<file path="src/rtl/rtc_cal_pkg.sv">
package rtc_cal_pkg;

    localparam int BCD_W   = 8;
    localparam int WDAY_W  = 3;
    localparam int SEL_W   = 3;
    localparam int NUM_BCD = 6;

    typedef enum logic [SEL_W-1:0] {
        SEL_SEC   = 3'd0,
        SEL_MIN   = 3'd1,
        SEL_HOUR  = 3'd2,
        SEL_WDAY  = 3'd3,
        SEL_MDAY  = 3'd4,
        SEL_MONTH = 3'd5,
        SEL_YEAR  = 3'd6,
        SEL_CENT  = 3'd7
    } field_sel_e;

    typedef struct packed {
        logic [BCD_W-1:0]  sec;
        logic [BCD_W-1:0]  min;
        logic [BCD_W-1:0]  hour;
        logic [WDAY_W-1:0] wday;
        logic [BCD_W-1:0]  mday;
        logic [BCD_W-1:0]  month;
        logic [BCD_W-1:0]  year;
        logic              cent;
    } cal_t;

    localparam cal_t CAL_RESET = '{
        sec: 8'h00, min: 8'h00, hour: 8'h00, wday: 3'd0,
        mday: 8'h01, month: 8'h01, year: 8'h00, cent: 1'b0
    };

    localparam logic [WDAY_W-1:0] WDAY_LAST = 3'd6;

    // chain position -> write select code
    function automatic field_sel_e chain_sel(input int idx);
        case (idx)
            0:       return SEL_SEC;
            1:       return SEL_MIN;
            2:       return SEL_HOUR;
            3:       return SEL_MDAY;
            4:       return SEL_MONTH;
            default: return SEL_YEAR;
        endcase
    endfunction

    // fixed upper limit per chain position (day of month is dynamic)
    function automatic logic [BCD_W-1:0] chain_lim(input int idx);
        case (idx)
            0, 1:    return 8'h59;
            2:       return 8'h23;
            4:       return 8'h12;
            default: return 8'h99;
        endcase
    endfunction

    function automatic logic [BCD_W-1:0] chain_base(input int idx);
        return (idx == 3 || idx == 4) ? 8'h01 : 8'h00;
    endfunction

endpackage

</file>
<file path="src/rtl/rtc_bcd_step.sv">
module rtc_bcd_step
    import rtc_cal_pkg::*;
(
    input  logic [BCD_W-1:0] cur,
    input  logic [BCD_W-1:0] lim,
    input  logic [BCD_W-1:0] base,
    output logic [BCD_W-1:0] nxt,
    output logic             at_lim
);
    logic [3:0] units;
    logic [3:0] tens;

    assign units = cur[3:0];
    assign tens  = cur[BCD_W-1:4];

    always_comb begin
        // ordering of valid BCD matches binary ordering
        at_lim = (cur >= lim);
        if (at_lim) begin
            nxt = base;
        end else if (units >= 4'd9) begin
            nxt = {tens + 4'd1, 4'd0};
        end else begin
            nxt = {tens, units + 4'd1};
        end
    end
endmodule

</file>
<file path="src/rtl/rtc_month_days.sv">
module rtc_month_days
    import rtc_cal_pkg::*;
(
    input  logic [BCD_W-1:0] month,
    input  logic [BCD_W-1:0] year,
    output logic             leap,
    output logic [BCD_W-1:0] last_day
);
    logic       tens_odd;
    logic [3:0] units;

    assign tens_odd = year[4];
    assign units    = year[3:0];

    always_comb begin
        if (tens_odd) begin
            leap = (units == 4'd2) || (units == 4'd6);
        end else begin
            leap = (units == 4'd0) || (units == 4'd4) || (units == 4'd8);
        end

        case (month)
            8'h02:                      last_day = leap ? 8'h29 : 8'h28;
            8'h04, 8'h06, 8'h09, 8'h11: last_day = 8'h30;
            default:                    last_day = 8'h31;
        endcase
    end
endmodule

</file>
<file path="src/rtl/rtc_calendar.sv">
module rtc_calendar
    import rtc_cal_pkg::*;
#(
    parameter int TICKS_PER_SEC = 4
) (
    input  logic              clk,
    input  logic              rst_n,
    input  logic              tick,
    input  logic              wr_en,
    input  logic [SEL_W-1:0]  wr_sel,
    input  logic [BCD_W-1:0]  wr_data,
    output logic [BCD_W-1:0]  sec,
    output logic [BCD_W-1:0]  min,
    output logic [BCD_W-1:0]  hour,
    output logic [WDAY_W-1:0] wday,
    output logic [BCD_W-1:0]  mday,
    output logic [BCD_W-1:0]  month,
    output logic [BCD_W-1:0]  year,
    output logic              century
);
    localparam int              PH_W    = (TICKS_PER_SEC > 1) ? $clog2(TICKS_PER_SEC) : 1;
    localparam logic [PH_W-1:0] PH_LAST = PH_W'(TICKS_PER_SEC - 1);

    cal_t            st_q, st_d;
    logic [PH_W-1:0] phase_q, phase_d;

    logic [BCD_W-1:0] cur   [NUM_BCD];
    logic [BCD_W-1:0] lim   [NUM_BCD];
    logic [BCD_W-1:0] base  [NUM_BCD];
    logic [BCD_W-1:0] nxt   [NUM_BCD];
    logic [BCD_W-1:0] val   [NUM_BCD];
    logic [NUM_BCD-1:0] at_lim;
    logic [NUM_BCD-1:0] hit;
    logic [NUM_BCD:0]   carry;

    logic             sec_tick;
    logic             day_adv;
    logic             year_wrap;
    logic             leap;
    logic [BCD_W-1:0] last_day;

    assign cur[0] = st_q.sec;
    assign cur[1] = st_q.min;
    assign cur[2] = st_q.hour;
    assign cur[3] = st_q.mday;
    assign cur[4] = st_q.month;
    assign cur[5] = st_q.year;

    rtc_month_days u_mdays (
        .month    (st_q.month),
        .year     (st_q.year),
        .leap     (leap),
        .last_day (last_day)
    );

    for (genvar gi = 0; gi < NUM_BCD; gi++) begin : g_chain
        if (gi == 3) begin : g_dyn
            assign lim[gi] = last_day;
        end else begin : g_fix
            assign lim[gi] = chain_lim(gi);
        end
        assign base[gi] = chain_base(gi);

        rtc_bcd_step u_step (
            .cur    (cur[gi]),
            .lim    (lim[gi]),
            .base   (base[gi]),
            .nxt    (nxt[gi]),
            .at_lim (at_lim[gi])
        );
    end

    always_comb begin
        st_d    = st_q;
        phase_d = phase_q;

        sec_tick = tick && (phase_q == PH_LAST);

        if (wr_en && (wr_sel == SEL_SEC)) begin
            phase_d = '0;
        end else if (tick) begin
            phase_d = sec_tick ? '0 : phase_q + 1'b1;
        end

        carry[0] = sec_tick;
        for (int i = 0; i < NUM_BCD; i++) begin
            hit[i]     = wr_en && (wr_sel == chain_sel(i));
            carry[i+1] = carry[i] && at_lim[i] && !hit[i];
            if (hit[i]) begin
                val[i] = wr_data;
            end else if (carry[i]) begin
                val[i] = nxt[i];
            end else begin
                val[i] = cur[i];
            end
        end

        day_adv   = carry[3];
        year_wrap = carry[NUM_BCD];

        st_d.sec   = val[0];
        st_d.min   = val[1];
        st_d.hour  = val[2];
        st_d.mday  = val[3];
        st_d.month = val[4];
        st_d.year  = val[5];

        if (wr_en && (wr_sel == SEL_WDAY)) begin
            st_d.wday = wr_data[WDAY_W-1:0];
        end else if (day_adv) begin
            st_d.wday = (st_q.wday >= WDAY_LAST) ? '0 : st_q.wday + 1'b1;
        end

        if (wr_en && (wr_sel == SEL_CENT)) begin
            st_d.cent = wr_data[0];
        end else if (year_wrap) begin
            st_d.cent = !st_q.cent;
        end
    end

    always_ff @(posedge clk) begin
        if (!rst_n) begin
            st_q    <= CAL_RESET;
            phase_q <= '0;
        end else begin
            st_q    <= st_d;
            phase_q <= phase_d;
        end
    end

    assign sec     = st_q.sec;
    assign min     = st_q.min;
    assign hour    = st_q.hour;
    assign wday    = st_q.wday;
    assign mday    = st_q.mday;
    assign month   = st_q.month;
    assign year    = st_q.year;
    assign century = st_q.cent;

    // idle cycles leave every field untouched
    a_r2_idle_hold: assert property (@(posedge clk) disable iff (!rst_n)
        (!tick && !wr_en) |=> $stable(st_q));

    // seconds roll from 59 to 00 and minutes move
    a_r3_sec_wrap: assert property (@(posedge clk) disable iff (!rst_n)
        (!wr_en && sec_tick && st_q.sec == 8'h59) |=> (st_q.sec == 8'h00 && st_q.min != $past(st_q.min)));

    // April ends after its 30th day
    a_r4_april_end: assert property (@(posedge clk) disable iff (!rst_n)
        (!wr_en && day_adv && st_q.month == 8'h04 && st_q.mday == 8'h30) |=> (st_q.mday == 8'h01 && st_q.month == 8'h05));

    // leap February reaches its 29th day
    a_r5_leap_feb: assert property (@(posedge clk) disable iff (!rst_n)
        (!wr_en && day_adv && leap && st_q.month == 8'h02 && st_q.mday == 8'h28) |=> (st_q.mday == 8'h29));

    // year wrap toggles the century flag
    a_r6_century_flip: assert property (@(posedge clk) disable iff (!rst_n)
        (!wr_en && year_wrap) |=> (st_q.cent != $past(st_q.cent) && st_q.year == 8'h00));

    // day of week returns to 0 after 6
    a_r7_wday_wrap: assert property (@(posedge clk) disable iff (!rst_n)
        (!wr_en && day_adv && st_q.wday == WDAY_LAST) |=> (st_q.wday == 3'd0));

    // a seconds write wins over the increment
    a_r8_write_wins: assert property (@(posedge clk) disable iff (!rst_n)
        (wr_en && wr_sel == SEL_SEC) |=> (st_q.sec == $past(wr_data) && $stable(st_q.min)));

    // a seconds write restarts the sub-second phase
    a_r9_phase_clear: assert property (@(posedge clk) disable iff (!rst_n)
        (wr_en && wr_sel == SEL_SEC) |=> (phase_q == '0));

endmodule

</file>
<file path="config.mk">
export PLATFORM = sky130hd
export DESIGN_NAME = rtc_calendar
export DESIGN_NICKNAME = d
export VERILOG_FILES = /design/src/rtl/rtc_cal_pkg.sv /design/src/rtl/rtc_bcd_step.sv /design/src/rtl/rtc_month_days.sv /design/src/rtl/rtc_calendar.sv
export SDC_FILE = /design/constraint.sdc
export NUM_CORES = 1
export LEC_CHECK = 0
export ABC_CLOCK_PERIOD_IN_PS = 4300
export CAP_MARGIN = 5
export CELL_PAD_IN_SITES_DETAIL_PLACEMENT = 1
export CELL_PAD_IN_SITES_GLOBAL_PLACEMENT = 1
export CORE_MARGIN = 2
export CORE_UTILIZATION = 43
export DETAILED_ROUTE_END_ITERATION = 10
export HOLD_SLACK_MARGIN = 0.05
export PLACE_DENSITY = 0.85
export SLEW_MARGIN = 0
export SYNTH_ARGS = -nofsm -noshare
export SYNTH_HDL_FRONTEND = slang
export SYNTH_SLANG_ARGS = --single-unit
</file>
<file path="constraint.sdc">
create_clock -name clk -period 4.3 [get_ports clk]
set_clock_uncertainty 0.05 [all_clocks]
set_input_delay 0.43 -clock clk [delete_from_list [all_inputs] [get_ports clk]]
set_output_delay 0.43 -clock clk [all_outputs]
set_load 0.03 [all_outputs]
</file>
==> results by group, run 1 <==
Critical path
  • Max FO, Critical Path: 11
  • Worst EP arrival: 3.80 ns
  • Critical path class: reg -> reg
  • Crit start category: flop
  • Crit path required time: 4.44 ns
  • Worst setup EP type: flop

Cells and area
  • Most frequent cells in the layout: clkdlybuf4s50_1, dfxtp_1, nand2_1, ha_1, nor2_1
  • Number of fillers in the final layout: 1,056
  • Share of post-route cells with drive strength above 1: approximately 6.4%
  • Multi-input combinational cell area: between 2000 and 3000 sq um
  • Most common cell after layout, fill and taps aside: clkdlybuf4s50_1
  • Area growth syn-to-layout: 21.0%
  • Post-route cell area: 4680 sq um
  • Final Net Count: 587
  • Sequential Area: around 1100 sq um
  • N_diodes: 0

Clock network
  • Clock sink count: between 50 and 60
  • Postcts setup bufs: 0
  • Post-CTS Hold Buffers: 0
  • Clock transition at path regs: 0.10 ns
  • CTS tree: done
  • Number of CTS-inserted buffers: 5
  • Cts repair resizes: 0
  • Clk root buf: clkbuf_8
  • Worst skew pair latency: 0.31 ns
  • CTS max path bufs: 2
  • Htree depth: 2

Worst hold path
  • Hold WC Path Type: reg -> reg

STA
  • Max-slew violations: 0
  • Highest Clock Rate: roughly 270 MHz
  • Fin crit period: 3.65 ns
  • Rel. slew slack: 32.6%
  • RSZ-0062 raised after global routing: false
  • Measured slew at the worst slew-check pin: 1.01 ns
  • Final Hold Fails: 0
  • Final period utilization: 84.9%
  • PnR worst setup slack: 0.649 ns
  • Setup TNS: 0 ns
  • Setup-failing EPs final: 0

Global route
  • Total Routing Usage GR: 26.3%
  • GR Overflow Total: 0
  • First-pass GRT wire length: ~21,000 um
  • Antenna violations before repair: 0
  • Largest net degree at the start of global routing: 36
  • Number of global-route vias before repair: 4,124

Floorplanning
  • IO Pins: 67
  • Core Area: between 8000 and 9000 sq um
  • Die Wd: 98.9 um
  • Die Height: 98.9 um
  • Initial Util: 44.4%
  • Site Rows: 34
  • Die area: 9770 sq um

Routing
  • DRC Markers: 0
  • Vias: around 4,000
  • Iter 0 DRT Violations: 166
  • Routed Antenna Nets: 0
  • Total wire length: 12,700 um
  • Drt pass-1 iters: 5
  • Vias/cell: slightly above 6
  • WL per Instance: a little under 20 um

Yosys
  • Post-Syn Nets: 533
  • Ys flop type: dfxtp_1
  • Synth cell types: 74
  • Seq cells post-synth: 54
  • Mean Syn Cell Area: between 8 and 9 sq um
  • Post-synthesis sequential area ratio: between 20% and 30%
  • Post-synth EDFFs: 0
  • Gate count after technology mapping: 479
  • Mapped Area: 3870 sq um
  • Syn. warnings: 0
  • Ys async rst share: 0%

Place
  • Gpl congestion: 0.895
  • DP Area: 4590 sq um
  • Port buffer count: 66
  • Detail Placement HPWL: 9310 um
  • Pre-CTS setup slack: 0.709 ns

Power
  • Cell area power density: 234 nW/um^2
  • VDD IR-drop max: 0.119 mV
  • LEAKAGE: 1.77 nW

Job
  • Max-Cap Viols: 0

Status
  • Status: completed
state kept, by name, summed over array words and instances (netlist names):
name     count
hour         8
year         8
mday         8
min          8
month        8
century      1
sec          8
phase_q      2
wday         3
metal layers:
layer	part of all wire [%]	track usage (%)	wire length [um]	vias to the layer above
li1	-	-	-	1878
met1	43	33.0	5480	1974
met2	52	48.0	6570	103
met3	3.7	3.76	464	19
met4	1.4	5.27	183	0
met5	0	0	0	-
where the power goes:
part / total [mW] / switching (mW) / internal [mW]
Combinational: 0.244 / 0.147 / 0.0966
Sequential: 0.547 / 0.0286 / 0.518
Clock: 0.305 / 0.175 / 0.131
cells by family (layout without fill, tap and decap cells):
family,count (synthesis),in the layout,share of synthesized area [%]
AOI/OAI and AO/OA,133,133,23.6
xor gates and xnor gates,6,6,1.36
adders and majority gates,39,39,12.6
buffers and inverters,49,104,5.40
DFF,54,54,27.9
muxes,4,4,1.07
and+or+nand+nor,194,194,28.1
through the flow:
stage | power [mW] | hold slack [ns] | utilization (%) | instances
2_1_floorplan | 0.700 | 0.415 | - | 479
3_3_place_gp | 0.792 | 0.430 | 52.7 | 634
3_5_place_dp | 0.801 | 0.454 | 52.7 | 634
4_1_cts | 1.11 | 0.474 | 53.7 | 642
5_1_grt | 1.15 | 0.496 | 53.7 | 642
6_report | 1.10 | 0.462 | 53.7 | 642
synth_stat cells (3+ instances only):
cell type / count / area (sq um)
a311oi_1: 3 / 26.3
a211oi_1: 8 / 60.1
ha_1: 39 / 488
nor4b_1: 3 / 26.3
clkbuf_1: 13 / 48.8
nor2_1: 37 / 139
buf_2: 8 / 40.0
a222oi_1: 4 / 40.0
a31oi_1: 14 / 87.6
and3_1: 8 / 50.1
nand4_1: 10 / 62.6
xnor2_1: 4 / 35.0
nand4b_1: 5 / 43.8
dfxtp_1: 54 / 1080
nand3_1: 31 / 155
o211ai_1: 4 / 30.0
nand2_1: 42 / 158
nor2b_1: 7 / 43.8
nand3b_1: 5 / 37.5
a21oi_1: 27 / 135
a22oi_1: 9 / 67.6
nand2b_1: 4 / 25.0
mux2i_1: 3 / 30.0
or3b_2: 3 / 26.3
inv_1: 24 / 90.1
nor3b_1: 5 / 37.5
and2_1: 3 / 18.8
o21ai_0: 27 / 135
o31ai_1: 3 / 22.5
nor3_1: 11 / 55.1
o21ai_1: 8 / 40.0
path summary, 6_finish.rpt:
check / cells after the start / to / start / slack [ns]
setup / recovery: 12 / month[3]$_SDFFE_PN0P_ / month[1]$_SDFFE_PN0P_ / 0.65
hold reg to reg: 2 / hour[7]$_SDFFE_PN0P_ / hour[7]$_SDFFE_PN0P_ / 0.46
hold / removal: 2 / hour[7]$_SDFFE_PN0P_ / hour[7]$_SDFFE_PN0P_ / 0.46
setup reg to reg: 12 / month[3]$_SDFFE_PN0P_ / month[1]$_SDFFE_PN0P_ / 0.65
critical path: stages, from the launching register on:
cell and delay, ns:
dfxtp_1 0.49, ha_1 0.30, o211ai_1 0.13, a21oi_1 0.18, o21ai_0 0.12, mux2_2 0.29
ha_1 0.27, nor4b_1 0.04, o221ai_1 0.69, nor3b_2 0.46, nand2_2 0.17, a211oi_1 0.27
a211oi_1 0.08
area by class of cell:
type                    count  share of cell area, %
multi-input cells         376                   55.1
well taps                 108                   2.89
clock buffers               7                   1.84
repair buffers             72                   15.1
clock inverters             1                  0.107
flip-flops and latches     54                   23.1
inverters                  24                   1.92
Power figures use the tool's default switching activity.
==> run 2: changes to the inputs <==
--- a/config.mk
+++ b/config.mk
@@ -5,15 +5,15 @@
 export SDC_FILE = /design/constraint.sdc
 export NUM_CORES = 1
 export LEC_CHECK = 0
-export ABC_CLOCK_PERIOD_IN_PS = 4300
+export ABC_CLOCK_PERIOD_IN_PS = 3800
 export CAP_MARGIN = 5
 export CELL_PAD_IN_SITES_DETAIL_PLACEMENT = 1
 export CELL_PAD_IN_SITES_GLOBAL_PLACEMENT = 1
 export CORE_MARGIN = 2
-export CORE_UTILIZATION = 43
+export CORE_UTILIZATION = 40
 export DETAILED_ROUTE_END_ITERATION = 10
 export HOLD_SLACK_MARGIN = 0.05
-export PLACE_DENSITY = 0.85
+export PLACE_DENSITY = 0.79
 export SLEW_MARGIN = 0
 export SYNTH_ARGS = -nofsm -noshare
 export SYNTH_HDL_FRONTEND = slang
==> constraint.sdc (replaced) <==
create_clock -name clk -period 3.8 [get_ports clk]
set_clock_uncertainty 0.05 [all_clocks]
set_input_delay 0.38 -clock clk [delete_from_list [all_inputs] [get_ports clk]]
set_output_delay 0.38 -clock clk [all_outputs]
set_load 0.03 [all_outputs]
==> run 2 against run 1 <==
- critical path depth unchanged
- routed wire length down 2.6%
- via count down 0.20%
- fmax rose by 14%
- sequential cell count unchanged
- combinational power up 13%
- power is 11% higher
- critical path type unchanged
==> results by group, run 2 (synthesized netlist as in run 1, its figures left out) <==
Status
  • Status: completed (unchanged)

Clock network
  • Clk root buf: clkbuf_8 (unchanged)
  • Htree depth: 2 (unchanged)
  • Clock sink count: 54 (unchanged)
  • Cts repair resizes: 0 (unchanged)
  • Number of CTS-inserted buffers: 5 (unchanged)
  • Worst skew pair latency: 0.30 ns (was 0.31 ns)
  • Clock transition at path regs: 0.10 ns (about the same)
  • Post-CTS Hold Buffers: 0 (unchanged)
  • CTS tree: done (unchanged)
  • Postcts setup bufs: 0 (unchanged)
  • CTS max path bufs: 2 (unchanged)

Cells and area
  • Final std cells w/o fill: 664 (was 642)
  • Area growth syn-to-layout: 21.7% (was 21.0%)
  • Final Net Count: 589 (was 587)
  • Share of post-route cells with drive strength above 1: 6.36% (was 6.37%)
  • Most frequent cells in the layout: clkdlybuf4s50_1, dfxtp_1, nand2_1, ha_1, nor2_1 (unchanged)
  • Most common cell after layout, fill and taps aside: clkdlybuf4s50_1 (unchanged)
  • N_diodes: 0 (unchanged)

Place
  • Placed Cells: 657 (was 634)
  • Gpl congestion: 0.867 (was 0.895)
  • Port buffer count: 66 (unchanged)
  • Detail Placement HPWL: 9130 um (was 9310 um)

Global route
  • Largest net degree at the start of global routing: 36 (unchanged)
  • GR Overflow Total: 0 (unchanged)
  • Number of global-route vias before repair: 3,908 (was 4,124)
  • Antenna violations before repair: 0 (unchanged)
  • First-pass GRT wire length: 20,100 um (was 20,900 um)
  • Total Routing Usage GR: 24.2% (was 26.3%)

Power
  • Sw power: 389 uW (was 351 uW)
  • Cell area power density: 258 nW/um^2 (was 234 nW/um^2)
  • LEAKAGE: 1.77 nW (about the same)
  • Switching portion of total power: 32.1% (was 32.0%)
  • Comb pwr share: 22.7% (was 22.2%)
  • Cell Int Power: 824 uW (was 746 uW)
  • Share of power burned in the clock network: 26.3% (was 27.9%)
  • VDD IR-drop max: 0.136 mV (was 0.119 mV)
  • Flop pwr share: 51.0% (was 49.9%)

Floorplanning
  • Die Wd: 102 um (was 98.9 um)
  • Site Rows: 35 (was 34)
  • Initial Util: 41.5% (was 44.4%)
  • Core Area: 9330 sq um (was 8720 sq um)
  • Die area: 10,500 sq um (was 9770 sq um)
  • IO Pins: 67 (unchanged)
  • Die Height: 102 um (was 98.9 um)

Routing
  • Vias/cell: 5.97 (was 6.19)
  • Iter 0 DRT Violations: 179 (was 166)
  • DRC Markers: 0 (unchanged)
  • Drt pass-1 iters: 5 (unchanged)
  • Uppermost layer routed: met4 (unchanged)
  • Met2 routed WL: 5910 um (was 6570 um)
  • Met3 wire len: 464 um (unchanged)
  • Vias: 3,966 (was 3,974)
  • Total wire length: 12,400 um (was 12,700 um)
  • Met1 WL: 5760 um (was 5480 um)
  • WL per Instance: 18.6 um (was 19.8 um)
  • Routed Antenna Nets: 0 (unchanged)

Critical path
  • Critical-path cell list: inv_1, ha_1, o211ai_1, a21oi_1, o21ai_0, mux2_2, ha_1, nor4b_1, o221ai_1, and3_1, and4_4, o311a_1 (was ha_1, o211ai_1, a21oi_1, o21ai_0, mux2_2, ha_1, nor4b_1, o221ai_1, nor3b_2, nand2_2, a211oi_1, a211oi_1)
  • Max FO, Critical Path: 9 (was 11)
  • Worst EP arrival: 3.36 ns (was 3.80 ns)
  • Worst Path Buf+Inv: 1 (was 0)
  • Crit path required time: 3.95 ns (was 4.44 ns)
  • Critical path's slowest cell: dfxtp_1 (was o221ai_1)
  • Worst setup EP type: flop (unchanged)
  • Max incr delay on CP: 0.46 ns (was 0.69 ns)
  • Crit start category: flop (unchanged)
  • Critical path class: reg -> reg (unchanged)
  • Worst path top cell family by delay: compound AO/OA/AOI/OAI gates (unchanged)
  • Most used cell, CP: ha_1

STA
  • Rel. slew slack: 33.9% (was 32.6%)
  • Fin crit period: 3.21 ns (was 3.65 ns)
  • RSZ-0062 raised after global routing: false (unchanged)
  • Final Hold Fails: 0 (unchanged)
  • Setup TNS: 0 ns (unchanged)
  • Highest Clock Rate: 311 MHz (was 274 MHz)
  • Setup-failing EPs final: 0 (unchanged)
  • Final period utilization: 84.5% (was 84.9%)
  • Max-slew violations: 0 (unchanged)
  • Measured slew at the worst slew-check pin: 0.991 ns (was 1.01 ns)

Worst hold path
  • Hold WC Path Type: reg -> reg (unchanged)

Job
  • Max-Cap Viols: 0 (unchanged)
-- run 2: cell count changes in the layout (fill, tap and decap cells not counted), sizes merged --
cell    delta
clkinv     -1
buf        +2
-- run 2: power groups by stage --
stage / Combinational, mW / Clock, mW / Sequential [mW]
floorplan: 0.132 / 0 / 0.660
global placement: 0.268 / 0 / 0.630
detailed placement: 0.276 / 0 / 0.632
CTS: 0.277 / 0.326 / 0.619
global route: 0.302 / 0.345 / 0.622
finish: 0.276 / 0.319 / 0.618
-- run 2: per-stage QoR --
step	hold slack (ns)	util (%)	worst slack, ns	cell area, sq um	total power, mW
floorplan	0.415	-	0.728	3870	0.792
global placement	0.431	49.7	0.777	4630	0.897
detailed placement	0.438	49.7	0.595	4630	0.908
CTS	0.457	50.5	0.595	4710	1.22
global route	0.483	50.5	0.377	4710	1.27
finish	0.455	50.5	0.588	4710	1.21
-- run 2: worst min-delay path, cell delays in order, from the launching register on --
cell     delay, ns
dfxtp_1       0.34
nand3_1       0.07
a21oi_1       0.06
-- run 2: cell type report --
cell class,instances,area (sq um)
well taps,129,161
clock buffers,7,76.3
repair buffers,74,721
flip-flops and latches,54,1080
multi-input cells,376,2580
fillers,1152,4620
inverters,24,90.1
-- run 2: path summary, 6_finish.rpt --
check | from | endpoint | slack (ns) | cells past startpoint
worst max-delay path | month[0]$_SDFFE_PN1P_ | year[5]$_SDFFE_PN0P_ | 0.59 | 12
worst min-delay path | hour[6]$_SDFFE_PN0P_ | hour[6]$_SDFFE_PN0P_ | 0.46 | 2
worst max register to register | month[0]$_SDFFE_PN1P_ | year[5]$_SDFFE_PN0P_ | 0.59 | 12
worst min register to register | hour[6]$_SDFFE_PN0P_ | hour[6]$_SDFFE_PN0P_ | 0.46 | 2
-- run 2: metal layers --
metal / vias to the layer above / global-route usage, %
met5: - / 0
met2: 97 / 41.0
met1: 1966 / 32.9
li1: 1885 / -
met4: 0 / 6.56
met3: 18 / 2.74
